**config.mk**
```make
export PLATFORM = sky130hd
export DESIGN_NAME = traffic_xing_ctrl
export DESIGN_NICKNAME = d
export VERILOG_FILES = /design/src/rtl/xing_pkg.sv /design/src/rtl/xing_next.sv /design/src/rtl/xing_state_reg.sv /design/src/rtl/xing_lamp_decode.sv /design/src/rtl/traffic_xing_ctrl.sv
export SDC_FILE = /design/constraint.sdc
export NUM_CORES = 1
export LEC_CHECK = 0
export ABC_CLOCK_PERIOD_IN_PS = 7000
export BUFFER_PORTS_ARGS = -buffer_cell sky130_fd_sc_hd__buf_2
export CAP_MARGIN = 30
export CORE_AREA = 2 2 39 41
export DETAILED_ROUTE_END_ITERATION = 10
export DIE_AREA = 0 0 41 43
export GPL_ROUTABILITY_DRIVEN = 0
export SETUP_SLACK_MARGIN = 0.05
export SLEW_MARGIN = 40
export SYNTH_ARGS = -nofsm -noshare
export SYNTH_HDL_FRONTEND = slang
export SYNTH_HIERARCHICAL = 1
export SYNTH_SLANG_ARGS = --single-unit
```
**constraint.sdc**
```tcl
create_clock -name clk -period 7 [get_ports clk]
set_clock_uncertainty 0.15 [all_clocks]
set_input_delay 0.35 -clock clk [delete_from_list [all_inputs] [get_ports clk]]
set_output_delay 0.35 -clock clk [all_outputs]
set_load 0.01 [all_outputs]
```
**src/rtl/xing_pkg.sv**
```systemverilog
`timescale 1ns/1ps
package xing_pkg;

  typedef enum logic [1:0] {
    LAMP_GREEN  = 2'b00,
    LAMP_YELLOW = 2'b01,
    LAMP_RED    = 2'b10
  } lamp_t;

  typedef enum logic [1:0] {
    PH_A_GO   = 2'd0,
    PH_A_WARN = 2'd1,
    PH_B_GO   = 2'd2,
    PH_B_WARN = 2'd3
  } phase_t;

  localparam int NUM_PHASES = 4;

  // Phase successor: green holds on sensor level, warning lasts one step.
  function automatic phase_t phase_step(phase_t cur, logic a_busy, logic b_busy);
    phase_t nxt;
    case (cur)
      PH_A_GO:   nxt = a_busy ? PH_A_GO : PH_A_WARN;
      PH_A_WARN: nxt = PH_B_GO;
      PH_B_GO:   nxt = b_busy ? PH_B_GO : PH_B_WARN;
      PH_B_WARN: nxt = PH_A_GO;
      default:   nxt = PH_A_GO;
    endcase
    return nxt;
  endfunction

  function automatic lamp_t lamp_of_a(phase_t p);
    lamp_t l;
    case (p)
      PH_A_GO:   l = LAMP_GREEN;
      PH_A_WARN: l = LAMP_YELLOW;
      default:   l = LAMP_RED;
    endcase
    return l;
  endfunction

  function automatic lamp_t lamp_of_b(phase_t p);
    lamp_t l;
    case (p)
      PH_B_GO:   l = LAMP_GREEN;
      PH_B_WARN: l = LAMP_YELLOW;
      default:   l = LAMP_RED;
    endcase
    return l;
  endfunction

endpackage

```
**src/rtl/xing_next.sv**
```systemverilog
`timescale 1ns/1ps
module xing_next
  import xing_pkg::*;
(
  input  phase_t cur,
  input  logic   legal,
  input  logic   sense_a,
  input  logic   sense_b,
  output phase_t nxt,
  output logic   recover
);

  assign recover = !legal;

  always_comb begin
    if (recover) nxt = PH_A_GO;
    else         nxt = phase_step(cur, sense_a, sense_b);
  end

endmodule

```
**src/rtl/xing_state_reg.sv**
```systemverilog
`timescale 1ns/1ps
module xing_state_reg
  import xing_pkg::*;
#(
  parameter bit ONE_HOT = 1'b1
) (
  input  logic   clk,
  input  logic   rst,
  input  phase_t nxt,
  output phase_t cur,
  output logic   legal
);

  localparam int W = ONE_HOT ? NUM_PHASES : $clog2(NUM_PHASES);

  logic [W-1:0] state_q;

  generate
    if (ONE_HOT) begin : g_onehot
      always_ff @(posedge clk) begin
        if (rst) state_q <= W'(1);
        else     state_q <= W'(1) << nxt;
      end

      always_comb begin
        cur = PH_A_GO;
        for (int i = 0; i < NUM_PHASES; i++) begin
          if (state_q[i]) cur = phase_t'(2'(i));
        end
        legal = $onehot(state_q);
      end
    end else begin : g_binary
      always_ff @(posedge clk) begin
        if (rst) state_q <= W'(PH_A_GO);
        else     state_q <= W'(nxt);
      end

      always_comb begin
        cur   = phase_t'(state_q);
        legal = 1'b1;
      end
    end
  endgenerate

  AST_RECOVER_START: assert property (@(posedge clk) disable iff (rst)
    !legal |=> (legal && cur == PH_A_GO));

endmodule

```
**src/rtl/xing_lamp_decode.sv**
```systemverilog
`timescale 1ns/1ps
module xing_lamp_decode
  import xing_pkg::*;
(
  input  phase_t cur,
  input  logic   legal,
  output lamp_t  la,
  output lamp_t  lb
);

  always_comb begin
    if (legal) begin
      la = lamp_of_a(cur);
      lb = lamp_of_b(cur);
    end else begin
      la = LAMP_RED;
      lb = LAMP_RED;
    end
  end

endmodule

```
**src/rtl/traffic_xing_ctrl.sv**
```systemverilog
`timescale 1ns/1ps
module traffic_xing_ctrl
  import xing_pkg::*;
#(
  parameter bit ONE_HOT = 1'b1
) (
  input  logic       clk,
  input  logic       rst,
  input  logic       sense_a,
  input  logic       sense_b,
  output logic [1:0] lamp_a,
  output logic [1:0] lamp_b
);

  phase_t cur_ph;
  phase_t nxt_ph;
  logic   st_legal;
  logic   st_recover;
  lamp_t  la_w;
  lamp_t  lb_w;

  xing_next u_next (
    .cur     (cur_ph),
    .legal   (st_legal),
    .sense_a (sense_a),
    .sense_b (sense_b),
    .nxt     (nxt_ph),
    .recover (st_recover)
  );

  xing_state_reg #(.ONE_HOT(ONE_HOT)) u_reg (
    .clk   (clk),
    .rst   (rst),
    .nxt   (nxt_ph),
    .cur   (cur_ph),
    .legal (st_legal)
  );

  xing_lamp_decode u_dec (
    .cur   (cur_ph),
    .legal (st_legal),
    .la    (la_w),
    .lb    (lb_w)
  );

  assign lamp_a = la_w;
  assign lamp_b = lb_w;

  // Named events for the phase assertions
  logic a_green, b_green, a_yellow, b_yellow;
  assign a_green  = (lamp_a == LAMP_GREEN);
  assign b_green  = (lamp_b == LAMP_GREEN);
  assign a_yellow = (lamp_a == LAMP_YELLOW);
  assign b_yellow = (lamp_b == LAMP_YELLOW);

  AST_NO_CODE3: assert property (@(posedge clk) disable iff (rst)
    (lamp_a != 2'b11) && (lamp_b != 2'b11));
  AST_ONE_ROAD: assert property (@(posedge clk) disable iff (rst)
    (lamp_a == LAMP_RED) || (lamp_b == LAMP_RED));
  AST_HOLD_A: assert property (@(posedge clk) disable iff (rst || !st_legal)
    (a_green && sense_a) |=> (a_green && lamp_b == LAMP_RED));
  AST_WARN_A: assert property (@(posedge clk) disable iff (rst || !st_legal)
    (a_green && !sense_a) |=> (a_yellow && lamp_b == LAMP_RED));
  AST_HANDOVER_B: assert property (@(posedge clk) disable iff (rst || !st_legal)
    a_yellow |=> (lamp_a == LAMP_RED && b_green));
  AST_HOLD_B: assert property (@(posedge clk) disable iff (rst || !st_legal)
    (b_green && sense_b) |=> (b_green && lamp_a == LAMP_RED));
  AST_WARN_B: assert property (@(posedge clk) disable iff (rst || !st_legal)
    (b_green && !sense_b) |=> (b_yellow && lamp_a == LAMP_RED));
  AST_HANDOVER_A: assert property (@(posedge clk) disable iff (rst || !st_legal)
    b_yellow |=> (a_green && lamp_b == LAMP_RED));

endmodule

```
### Yosys cells after proc, flatten, opt, wreduce, memory -nomap -nowiden

Index checks and enable logic that the tools add are counted.

| cells by class | value |
|---|---|
| add/sub/neg operators | 3 |
| equal/unequal tests | 4 |
| shifts and indexed selects | 1 |
| mux-type cells | 11 |
| reduce and logical (&&, ||, !) cells | 1 |

Operators by type and width:

| kind | number |
|---|---|
| 2-bit 2-to-1 mux | 5 |
| 2-bit one-hot mux with 2 select lines | 2 |
| 2-bit one-hot mux with 4 select lines | 1 |
| 1-bit by 1-bit adder with 2-bit output | 2 |
| 2-bit == test (second input constant) | 2 |
| 1-bit by 2-bit left shift with 4-bit output (first input constant) | 1 |
| 3-bit adder | 1 |
| 3-bit by 1-bit == test with 1-bit output (second input constant) | 1 |
| 1-bit 2-to-1 mux | 3 |
| 2-bit by 1-bit == test with 1-bit output (second input constant) | 1 |
| 2-bit zero test | 1 |

| storage, ports and cells | value |
|---|---|
| register bits after elaboration | 4 |
| output and inout bits | 4 |
| word-level logic and storage cells | 21 |

### Depth between registers and ports, before layout

Gate-level depths: netlist of the first run.

| depth | value |
|---|---|
| depth after elaboration | 7 |
| mapped depth | 9 |

### Hierarchy

The synthesis of the first run kept the hierarchy.

Modules (own cells, without submodules):

| module | instances | cells an instance | area an instance (sq um) |
|---|---|---|---|
| xing_state_reg | 1 | 19 | 195.2 |
| xing_next | 1 | 9 | 67.6 |
| xing_lamp_decode | 1 | 4 | 25.0 |

### Worst setup path after synthesis of the first run

OpenSTA, ideal clock, no wires.

| timing | value |
|---|---|
| path kind | register to output |
| start point | register u_reg.state_q[0] |
| end point | output lamp_a[0] |
| data arrival time | 1978 ps |
| data required time | 6500 ps |
| path slack | 4522 ps |
| cell stages (with the launch flop) | 8 |
| path through | dfxtp_1 inv_1 fa_1 inv_1 ha_1 ha_1 nor3b_1 and3b_1 |

| on the way | value |
|---|---|
| cells in the longest elaborated chain, start to end | 4 |

Ends and longest elaborated chain:

| item | RTL line | source |
|---|---|---|
| start: declaration | xing_state_reg.sv:16 | `logic [W-1:0] state_q;` |
| start signal: assignment | xing_state_reg.sv:22 | `else state_q <= W'(1) << nxt;` |
| 1-bit by 1-bit adder with 2-bit output (not written as such) | xing_state_reg.sv:30 | `legal = $onehot(state_q);` |
| 3-bit adder (not written as such) | xing_state_reg.sv:30 |  |
| 3-bit by 1-bit == test with 1-bit output | xing_state_reg.sv:30 |  |
| net st_legal | traffic_xing_ctrl.sv:17 | `logic st_legal;` |
| 2-bit 2-to-1 mux | xing_lamp_decode.sv:12 | `if (legal) begin` |
| end: declaration | traffic_xing_ctrl.sv:11 | `output logic [1:0] lamp_a,` |

The timed path passes the listed nets, and every way through them passes these cells.

### Worst setup path after layout of the first run

Same ends and word-level chain as after synthesis.

==> out/metrics.yaml, run 1 <==
run_status: "finished, final reports clean"
cts_resized: 0
slew_headroom: 0.628
critPathLaunchType: "register"
worst-setup-path-type: "reg -> out"
cts_sinks: 4
gr-total-overflow: 0
finalWirelength_um: 485
firstDrtPassIters: 1
path_clk_slew_ns: 0.04
start_util: 0.208
worstMarginPinSlew_ns: 0.556
crit_start: "u_reg/state_q[0]$_SDFF_PP1_"
cp_max_fo: 6
synth_area_sq_um: 288
root_buffer: "clkbuf_4"
rsz0062_at_grt: "false"
core.rowCount: 14
hpwl_um: 388
fmax_ghz: 0.341
vias: 228
grt_pass1_vias: 240
n_fill_cell: 156
die_x_um: 41
synth_cell_types: 17
top_register: "u_reg/state_q"
cts_hold_buf: 0
min_period_over_period: 0.419
antenna_cells: 0
grt_pass1_wl_um: 931
pin_count: 8
clkLatencyLatePin_ns: 0.23
yosysSeqAreaShare: 0.278
largest_reg_flops: 4
drc: 0
required_ns: 6.50
grt_max_degree: 7
area_growth_pct: 27.0
cts_setup_buffers: 0
cts_made_buffers: 3
fin_setup_tns_ns: 0
via_per_inst: 3.93
syn_inst: 32
fin_nets: 53
drt-initial-drc-count: 0
antenna_found_initial: 0
grt_use_total: 0.0875
syn_avg_cell_area_sq_um: 8.99
cts_tree: "built"
reg_top3: "u_reg/state_q: 4 flops"
reg2regPathDepth: 9
r2r-start: "u_reg/state_q[0]$_SDFF_PP1_"
die_y_um: 43
portBuffers: 7
synth_nets: 41
crit_path_end: "lamp_a[0]"
ys.warnings.count: 6
slew_viol_final: 0
drtAntennaViolNets: 0
setup_viol: 0
finalHoldViolCount: 0
dieArea_sq_um: 1760
htree_levels: 1
reg2reg_to: "u_reg/state_q[1]$_SDFF_PP0_"
end_kind: "output port"
fin_crit_ns: 2.94
clk_path_buf_depth: 2
worst_ep_arrival_time_ns: 2.44
routedWlPerCell_um: 8.36
ys_ff_latch: 4
drive_gt1_frac: 0.286
core_sq_um: 1380
worst-r2r-setup-slack_ns: 4.42
hold_class: "in -> reg"
max-cap-violations: 0
layout by cell type (no fill, tap or decap):
| master | count |
|---|---|
| clkbuf_4 | 3 |
| and2_1 | 1 |
| inv_1 | 8 |
| and3b_2 | 1 |
| or3b_1 | 1 |
| dfxtp_1 | 4 |
| o21ai_0 | 1 |
| ha_1 | 4 |
| a21oi_2 | 1 |
| fa_1 | 1 |
| or2_1 | 1 |
| or2b_1 | 1 |
| buf_2 | 7 |
| nand2b_1 | 1 |
| nor3b_1 | 3 |
| o21bai_1 | 1 |
| nand2_1 | 1 |
| and3b_1 | 1 |
| and3_1 | 1 |
logic make-up after synthesis:
| kind of cell | Yosys count | synth area share |
|---|---|---|
| buffers and inverters | 8 | 0.104 |
| adder cells (fa/ha/maj) | 5 | 0.243 |
| flip-flops | 4 | 0.278 |
| AO/OA/AOI/OAI | 3 | 0.0739 |
| AND/OR/NAND/NOR | 12 | 0.300 |
worst max-delay path, cell delays in order, from the launching register on:
cell and delay, ns:
dfxtp_1 0.30, inv_1 0.05, fa_1 0.53, inv_1 0.04, ha_1 0.19, ha_1 0.26
nor3b_1 0.49, and3b_1 0.22, buf_2 0.12
synthesized netlist by cell type:
| cell | number | area share |
|---|---|---|
| ha_1 | 4 | 0.17 |
| and3b_1 | 1 | 0.030 |
| fa_1 | 1 | 0.070 |
| nand2_1 | 1 | 0.013 |
| or3b_1 | 1 | 0.030 |
| or2b_1 | 1 | 0.026 |
| nor3b_1 | 3 | 0.078 |
| o21bai_1 | 1 | 0.026 |
| and3b_2 | 1 | 0.035 |
| and2_1 | 1 | 0.022 |
| a21oi_2 | 1 | 0.030 |
| and3_1 | 1 | 0.022 |
| nand2b_1 | 1 | 0.022 |
| inv_1 | 8 | 0.10 |
| dfxtp_1 | 4 | 0.28 |
| o21ai_0 | 1 | 0.017 |
| or2_1 | 1 | 0.022 |
stage by stage:
| step | utilization | cells | area (sq um) | hold slack, ns | worst slack [ns] |
|---|---|---|---|---|---|
| after floorplan | - | 32 | 288 | 0.276 | 4.52 |
| after global placement | 0.248 | 55 | 343 | 0.406 | 4.31 |
| after detailed placement | 0.248 | 55 | 343 | 0.407 | 4.26 |
| after CTS | 0.264 | 58 | 365 | 0.157 | 4.01 |
| after global routing | 0.264 | 58 | 365 | 0.178 | 3.86 |
| final | 0.264 | 58 | 365 | 0.165 | 4.06 |
area by class of cell:
type / instances / area (sq um) / area share
inverters: 8 / 30.0 / 0.0822
well taps: 16 / 20.0 / 0.0548
flip-flops and latches: 4 / 80.1 / 0.219
repair buffers: 7 / 35.0 / 0.0959
clock buffers: 3 / 22.5 / 0.0616
multi-input cells: 20 / 178 / 0.486
layer usage:
layer	global-route usage	up-vias	share of wire	wire [um]
li1	-	121	-	-
met5	0	-	0	0
met4	0.120	0	0	0
met3	0.0314	0	0.031	15
met2	0.109	4	0.52	253
met1	0.0906	103	0.45	216
worst min-delay path by stage:
stage | to | startpoint | cells after the start | slack (ns)
final | u_reg/state_q[1]$_SDFF_PP0_ | rst | 2 | 0.16
after global routing | u_reg/state_q[2]$_SDFF_PP0_ | rst | 2 | 0.18
after detailed placement | u_reg/state_q[1]$_SDFF_PP0_ | rst | 2 | 0.41
after CTS | u_reg/state_q[1]$_SDFF_PP0_ | rst | 2 | 0.16
after global placement | u_reg/state_q[2]$_SDFF_PP0_ | rst | 2 | 0.41
after floorplan | u_reg/state_q[1]$_SDFF_PP0_ | rst | 1 | 0.28
Power of run 1 is left out: the tool's default activity adds up to more than one toggle a clock period on the data nets, which glitch-free logic cannot reach.
==> run 2, diff against run 1 <==
--- a/config.mk
+++ b/config.mk
@@ -5,7 +5,8 @@
 export SDC_FILE = /design/constraint.sdc
 export NUM_CORES = 1
 export LEC_CHECK = 0
-export ABC_CLOCK_PERIOD_IN_PS = 7000
+export ABC_AREA = 1
+export ABC_CLOCK_PERIOD_IN_PS = 2400
 export BUFFER_PORTS_ARGS = -buffer_cell sky130_fd_sc_hd__buf_2
 export CAP_MARGIN = 30
 export CORE_AREA = 2 2 39 41
==> constraint.sdc (replaced) <==
create_clock -name clk -period 2.4 [get_ports clk]
set_clock_uncertainty 0.15 [all_clocks]
set_input_delay 0.12 -clock clk [delete_from_list [all_inputs] [get_ports clk]]
set_output_delay 0.12 -clock clk [all_outputs]
set_load 0.01 [all_outputs]
==> run 2 against run 1 <==
Against the previous run:
- area after synthesis up 1.3%
- worst hold slack worse by 0.058 ns
- sequential cell count did not move
- final area rose by 21%
- synthesized cell count is 41% higher
- via count increased by 22%
==> out/metrics.yaml, run 2 <==
vias: 278  # was 228
via_per_inst: 3.81  # was 3.93
area_growth_pct: 51.9  # was 27.0%
reg2regPathDepth: 13  # was 9
antenna_cells: 0  # unchanged
whs_ns: 0.107  # was 0.165 ns
clk_path_buf_depth: 2  # unchanged
root_buffer: "clkbuf_4"  # unchanged
largest_reg_flops: 4  # unchanged
cts_made_buffers: 3  # unchanged
drive_gt1_frac: 0.456  # was 0.286
ys.warnings.count: 6  # unchanged
drc: 0  # unchanged
path_clk_slew_ns: 0.04  # about the same
top_register: "u_reg/state_q"  # unchanged
hold_class: "in -> reg"  # unchanged
crit_slowest_cell: "fa_1"  # unchanged
dieArea_sq_um: 1760  # unchanged
worst-r2r-setup-slack_ns: 0.18  # was 4.42 ns
grt_pass1_wl_um: 765  # was 931 um
r2r-start: "u_reg/state_q[0]$_SDFF_PP1_"  # unchanged
portBuffers: 7  # unchanged
fin_setup_tns_ns: 0  # unchanged
run_status: "finished, final reports clean"  # unchanged
pin_count: 8  # unchanged
grt_pass1_vias: 225  # was 240
critPathMaxStageDelay_ns: 0.52  # was 0.53 ns
grt_max_degree: 5  # was 7
start_util: 0.211  # was 0.208
fin_crit_ns: 2.28
crit_start: "u_reg/state_q[0]$_SDFF_PP1_"  # unchanged
synth_area_sq_um: 292  # was 288 sq um
grt_use_total: 0.0714  # was 0.0875
setup_viol: 0  # unchanged
die_y_um: 43  # unchanged
rsz0062_at_grt: "true"  # was false
crit_chain: "inv_2 -> fa_1 -> inv_1 -> ha_2 -> ha_4 -> inv_2 -> nand2_2 -> nor2_4 -> nand2_2 -> nor2_1 -> buf_2"  # was inv_1 -> fa_1 -> inv_1 -> ha_1 -> ha_1 -> nor3b_1 -> and3b_1 -> buf_2
cp_max_fo: 3  # was 6
worst_ep_arrival_time_ns: 2.01  # was 2.44 ns
crit_path_end: "lamp_a[0]"  # unchanged
cts_sinks: 4  # unchanged
die_x_um: 41  # unchanged
reg2reg_to: "u_reg/state_q[1]$_SDFF_PP0_"  # unchanged
final_common_cell: "inv_1"  # unchanged
finalWirelength_um: 497  # was 485 um
required_ns: 2.13  # was 6.50 ns
gr-total-overflow: 0  # unchanged
syn_inst: 45  # was 32
layout_common_cells: "inv_1 (13), buf_2 (7), nand2_1 (7)"  # was inv_1 (8), buf_2 (7), ha_1 (4), dfxtp_1 (4)
min_period_over_period: 0.951
worst-setup-path-type: "reg -> out"  # unchanged
hpwl_um: 351  # was 388 um
clkLatencyLatePin_ns: 0.23  # about the same
drtAntennaViolNets: 0  # unchanged
core_sq_um: 1380  # unchanged
max-cap-violations: 0  # unchanged
fin_nets: 68  # was 53
htree_levels: 1  # unchanged
finalHoldViolCount: 0  # unchanged
slew_headroom: 0.902  # was 0.628
worstMarginPinSlew_ns: 0.147  # was 0.556 ns
end_kind: "output port"  # unchanged
core.rowCount: 14  # unchanged
firstDrtPassIters: 3  # was 1
antenna_found_initial: 0  # unchanged
fmax_ghz: 0.438
routedWlPerCell_um: 6.81  # was 8.36 um
syn_avg_cell_area_sq_um: 6.48  # was 8.99 sq um
drt-initial-drc-count: 5  # was 0
slew_viol_final: 0  # unchanged
critPathLaunchType: "register"  # unchanged
n_fill_cell: 146  # was 156
synth_nets: 54  # was 41
reg_top3: "u_reg/state_q: 4 flops"  # unchanged
cts_tree: "built"  # unchanged
-- run 2: final cells by class --
class / count / area [sq um] / area share
Clock buffer: 3 / 22.5 / 0.0508
Inverter: 16 / 60.1 / 0.136
Multi-Input combinational cell: 25 / 201 / 0.455
Sequential cell: 4 / 82.6 / 0.186
Tap cell: 16 / 20.0 / 0.0452
Timing Repair Buffer: 9 / 56.3 / 0.127
-- run 2: what timing repair did --
item,4_1_cts,5_1_grt
setup endpoints to repair,4,7
pin swaps,4,8
setup buffers,1,0
hold buffers,1,0
resized for setup,8,10
hold endpoints to repair,2,0
-- run 2: worst max-delay path: cells and delay by family (launching register included) --
kind | cells | cell delay, ns
DFF | 1 | 0.31
adders and majority gates | 3 | 0.91
and+or+nand+nor | 4 | 0.30
buffers and inverters | 4 | 0.25
-- run 2: metrics by stage --
stage,util,area [sq um],setup WS (ns),cells
after floorplan,-,292,0.230,45
after global placement,0.250,347,0.110,68
after detailed placement,0.250,347,0.0713,68
after CTS,0.298,413,0.0370,73
after global routing,0.320,443,0.0143,73
final,0.320,443,0.118,73
-- run 2: routing by layer --
| layer | share of wire | wire length (um) | up-vias | GRT usage |
|---|---|---|---|---|
| met5 | 0 | 0 | - | 0 |
| li1 | - | - | 149 | - |
| met2 | 0.52 | 258 | 2 | 0.0969 |
| met3 | 0.018 | 9 | 2 | 0.0314 |
| met4 | 0.014 | 7 | 0 | 0.0800 |
| met1 | 0.45 | 222 | 125 | 0.0712 |
-- run 2: how the worst min path moves through the flow --
stage                       start                           to  cells past startpoint  slack, ns
after global routing      sense_a  u_reg/state_q[2]$_SDFF_PP0_                      5       0.13
final                     sense_a  u_reg/state_q[2]$_SDFF_PP0_                      5       0.11
after CTS                 sense_a  u_reg/state_q[2]$_SDFF_PP0_                      5       0.07
after detailed placement      rst  u_reg/state_q[0]$_SDFF_PP1_                      3       0.19
after global placement        rst  u_reg/state_q[0]$_SDFF_PP1_                      3       0.18
after floorplan               rst  u_reg/state_q[0]$_SDFF_PP1_                      2       0.09
Power of run 2 is left out for the same reason.
==> run 3, diff against run 2 <==
--- a/config.mk
+++ b/config.mk
@@ -13,6 +13,8 @@
 export DETAILED_ROUTE_END_ITERATION = 10
 export DIE_AREA = 0 0 41 43
 export GPL_ROUTABILITY_DRIVEN = 0
+export GPL_TIMING_DRIVEN = 0
+export RECOVER_POWER = 25
 export SETUP_SLACK_MARGIN = 0.05
 export SLEW_MARGIN = 40
 export SYNTH_ARGS = -nofsm -noshare
==> run 3 against run 2 <==
Against the previous run:
- routed wire length up 10%
- worst hold slack worse by 0.012 ns
- critical endpoint is now lamp_b[0]
- largest cell class unchanged
- final area down 5.6%
- maximum frequency about the same
- register-to-register slack worse by 0.04 ns
==> out/metrics.yaml, run 3 (synthesis gave the netlist of run 2 again) <==
run_status: "finished, final reports clean"  # unchanged
min_period_over_period: 0.952  # was 0.951
portBuffers: 7  # unchanged
die_x_um: 41  # unchanged
required_ns: 2.13  # about the same
p_leak_nw: 0.229
cp_max_fo: 3  # unchanged
reg_top3: "u_reg/state_q: 4 flops"  # unchanged
cts_made_buffers: 3  # unchanged
gr-total-overflow: 0  # unchanged
critPathLaunchType: "register"  # unchanged
place_inst: 68  # unchanged
final_area_sq_um: 418  # was 443 sq um
core_sq_um: 1380  # unchanged
path_clk_slew_ns: 0.03  # was 0.04 ns
fin_nets: 68  # unchanged
hold_class: "in -> reg"  # unchanged
cts_tree: "built"  # unchanged
hpwl_um: 400  # was 351 um
slew_headroom: 0.897  # was 0.902
slew_viol_final: 0  # unchanged
n_fill_cell: 156  # was 146
setup_viol: 0  # unchanged
grt_max_degree: 5  # unchanged
end_kind: "output port"  # unchanged
worst-setup-path-type: "reg -> out"  # unchanged
drive_gt1_frac: 0.386  # was 0.456
antenna_found_initial: 0  # unchanged
cts_sinks: 4  # unchanged
drt-initial-drc-count: 5  # unchanged
top_register: "u_reg/state_q"  # unchanged
root_buffer: "clkbuf_4"  # unchanged
dieArea_sq_um: 1760  # unchanged
crit_chain: "inv_2 -> fa_1 -> inv_1 -> ha_2 -> ha_4 -> inv_2 -> nand2_2 -> nor2_4 -> nand2_2 -> nor2_1 -> buf_2"  # unchanged
worst_ep_arrival_time_ns: 2.01  # about the same
largest_reg_flops: 4  # unchanged
dpl_cell_area_sq_um: 347  # unchanged
finalWirelength_um: 547  # was 497 um
max-cap-violations: 0  # unchanged
crit_slowest_cell: "fa_1"  # unchanged
rsz0062_at_grt: "true"  # unchanged
start_util: 0.211  # unchanged
clk_path_buf_depth: 2  # unchanged
firstDrtPassIters: 2  # was 3
area_growth_pct: 43.3  # was 51.9%
pin_count: 8  # unchanged
clkLatencyLatePin_ns: 0.24  # was 0.23 ns
grt_pass1_vias: 256  # was 225
fin_crit_ns: 2.28  # about the same
critPathMaxStageDelay_ns: 0.53  # was 0.52 ns
core.rowCount: 14  # unchanged
die_y_um: 43  # unchanged
finalNonFillerCells: 73  # unchanged
worstMarginPinSlew_ns: 0.154  # was 0.147 ns
fin_setup_tns_ns: 0  # unchanged
peakVddDrop_mv: 0.515
fmax_ghz: 0.438  # about the same
finalHoldViolCount: 0  # unchanged
routedWlPerCell_um: 7.49  # was 6.81 um
final_core_util: 0.302  # was 0.320
layout_common_cells: "inv_1 (13), nand2_1 (9), buf_2 (7)"  # was inv_1 (13), buf_2 (7), nand2_1 (7)
drc: 0  # unchanged
htree_levels: 1  # unchanged
grt_pass1_wl_um: 862  # was 765 um
grt_use_total: 0.0773  # was 0.0714
via_per_inst: 3.64  # was 3.81
cellPowerDensity_nw_per_um2: 1540
vias: 266  # was 278
p_total_mw: 0.645
final_common_cell: "inv_1"  # unchanged
drtAntennaViolNets: 0  # unchanged
antenna_cells: 0  # unchanged
run 3: cell counts in the layout (fill, tap and decap cells not counted):
Identical to the previous run, type by type.
run 3: area by class of cell:
cell class	count	area (sq um)	share of cell area
Timing Repair Buffer	9	52.6	0.126
Tap cell	16	20.0	0.0479
Clock buffer	3	22.5	0.0539
Sequential cell	4	81.3	0.195
Multi-Input combinational cell	25	181	0.434
Inverter	16	60.1	0.144
run 3: power breakdown:
group	leakage [nW]	switching (mW)	internal (mW)
Sequential	0.0331	0.0101	0.0892
Clock	0.0138	0.0280	0.0560
Combinational	0.183	0.270	0.191
Total	0.229	0.308	0.337
run 3: repair_timing:
item / in CTS / in global routing
hold endpoints to repair: 3 / 0
resized for setup: 8 / 3
endpoints found under the setup margin: 5 / 7
hold buffers: 1 / 0
buffers inserted: 1 / 0
pin swaps: 4 / 4
run 3: critical path: cells and delay by family (launching register included):
family,cells,cell delay [ns]
buf+inv,4,0.25
flops,1,0.31
simple gates,4,0.29
fa+ha+maj,3,0.93
run 3: path summary, 6_finish.rpt:
kind / endpoint / slack [ns] / depth (start not counted) / from
max: lamp_b[0] / 0.12 / 11 / u_reg/state_q[0]$_SDFF_PP1_
max reg2reg: u_reg/state_q[1]$_SDFF_PP0_ / 0.14 / 13 / u_reg/state_q[0]$_SDFF_PP1_
min reg2reg: u_reg/state_q[1]$_SDFF_PP0_ / 0.73 / 7 / u_reg/state_q[1]$_SDFF_PP0_
min: u_reg/state_q[2]$_SDFF_PP0_ / 0.09 / 5 / sense_a
run 3: metrics by stage:
step	worst slack (ns)	hold WS, ns
2_1_floorplan	0.230	0.0900
3_3_place_gp	0.110	0.192
3_5_place_dp	0.0551	0.185
4_1_cts	0.0460	0.0936
5_1_grt	-0.0174	0.120
6_report	0.116	0.0947
run 3: routing by layer:
layer  global-route usage  share of wire
met3               0.0157          0.011
met2                0.128           0.56
met1               0.0675           0.43
met4               0.0800              0
met5                    0              0
No activity file was read; power rests on OpenSTA's default activity.
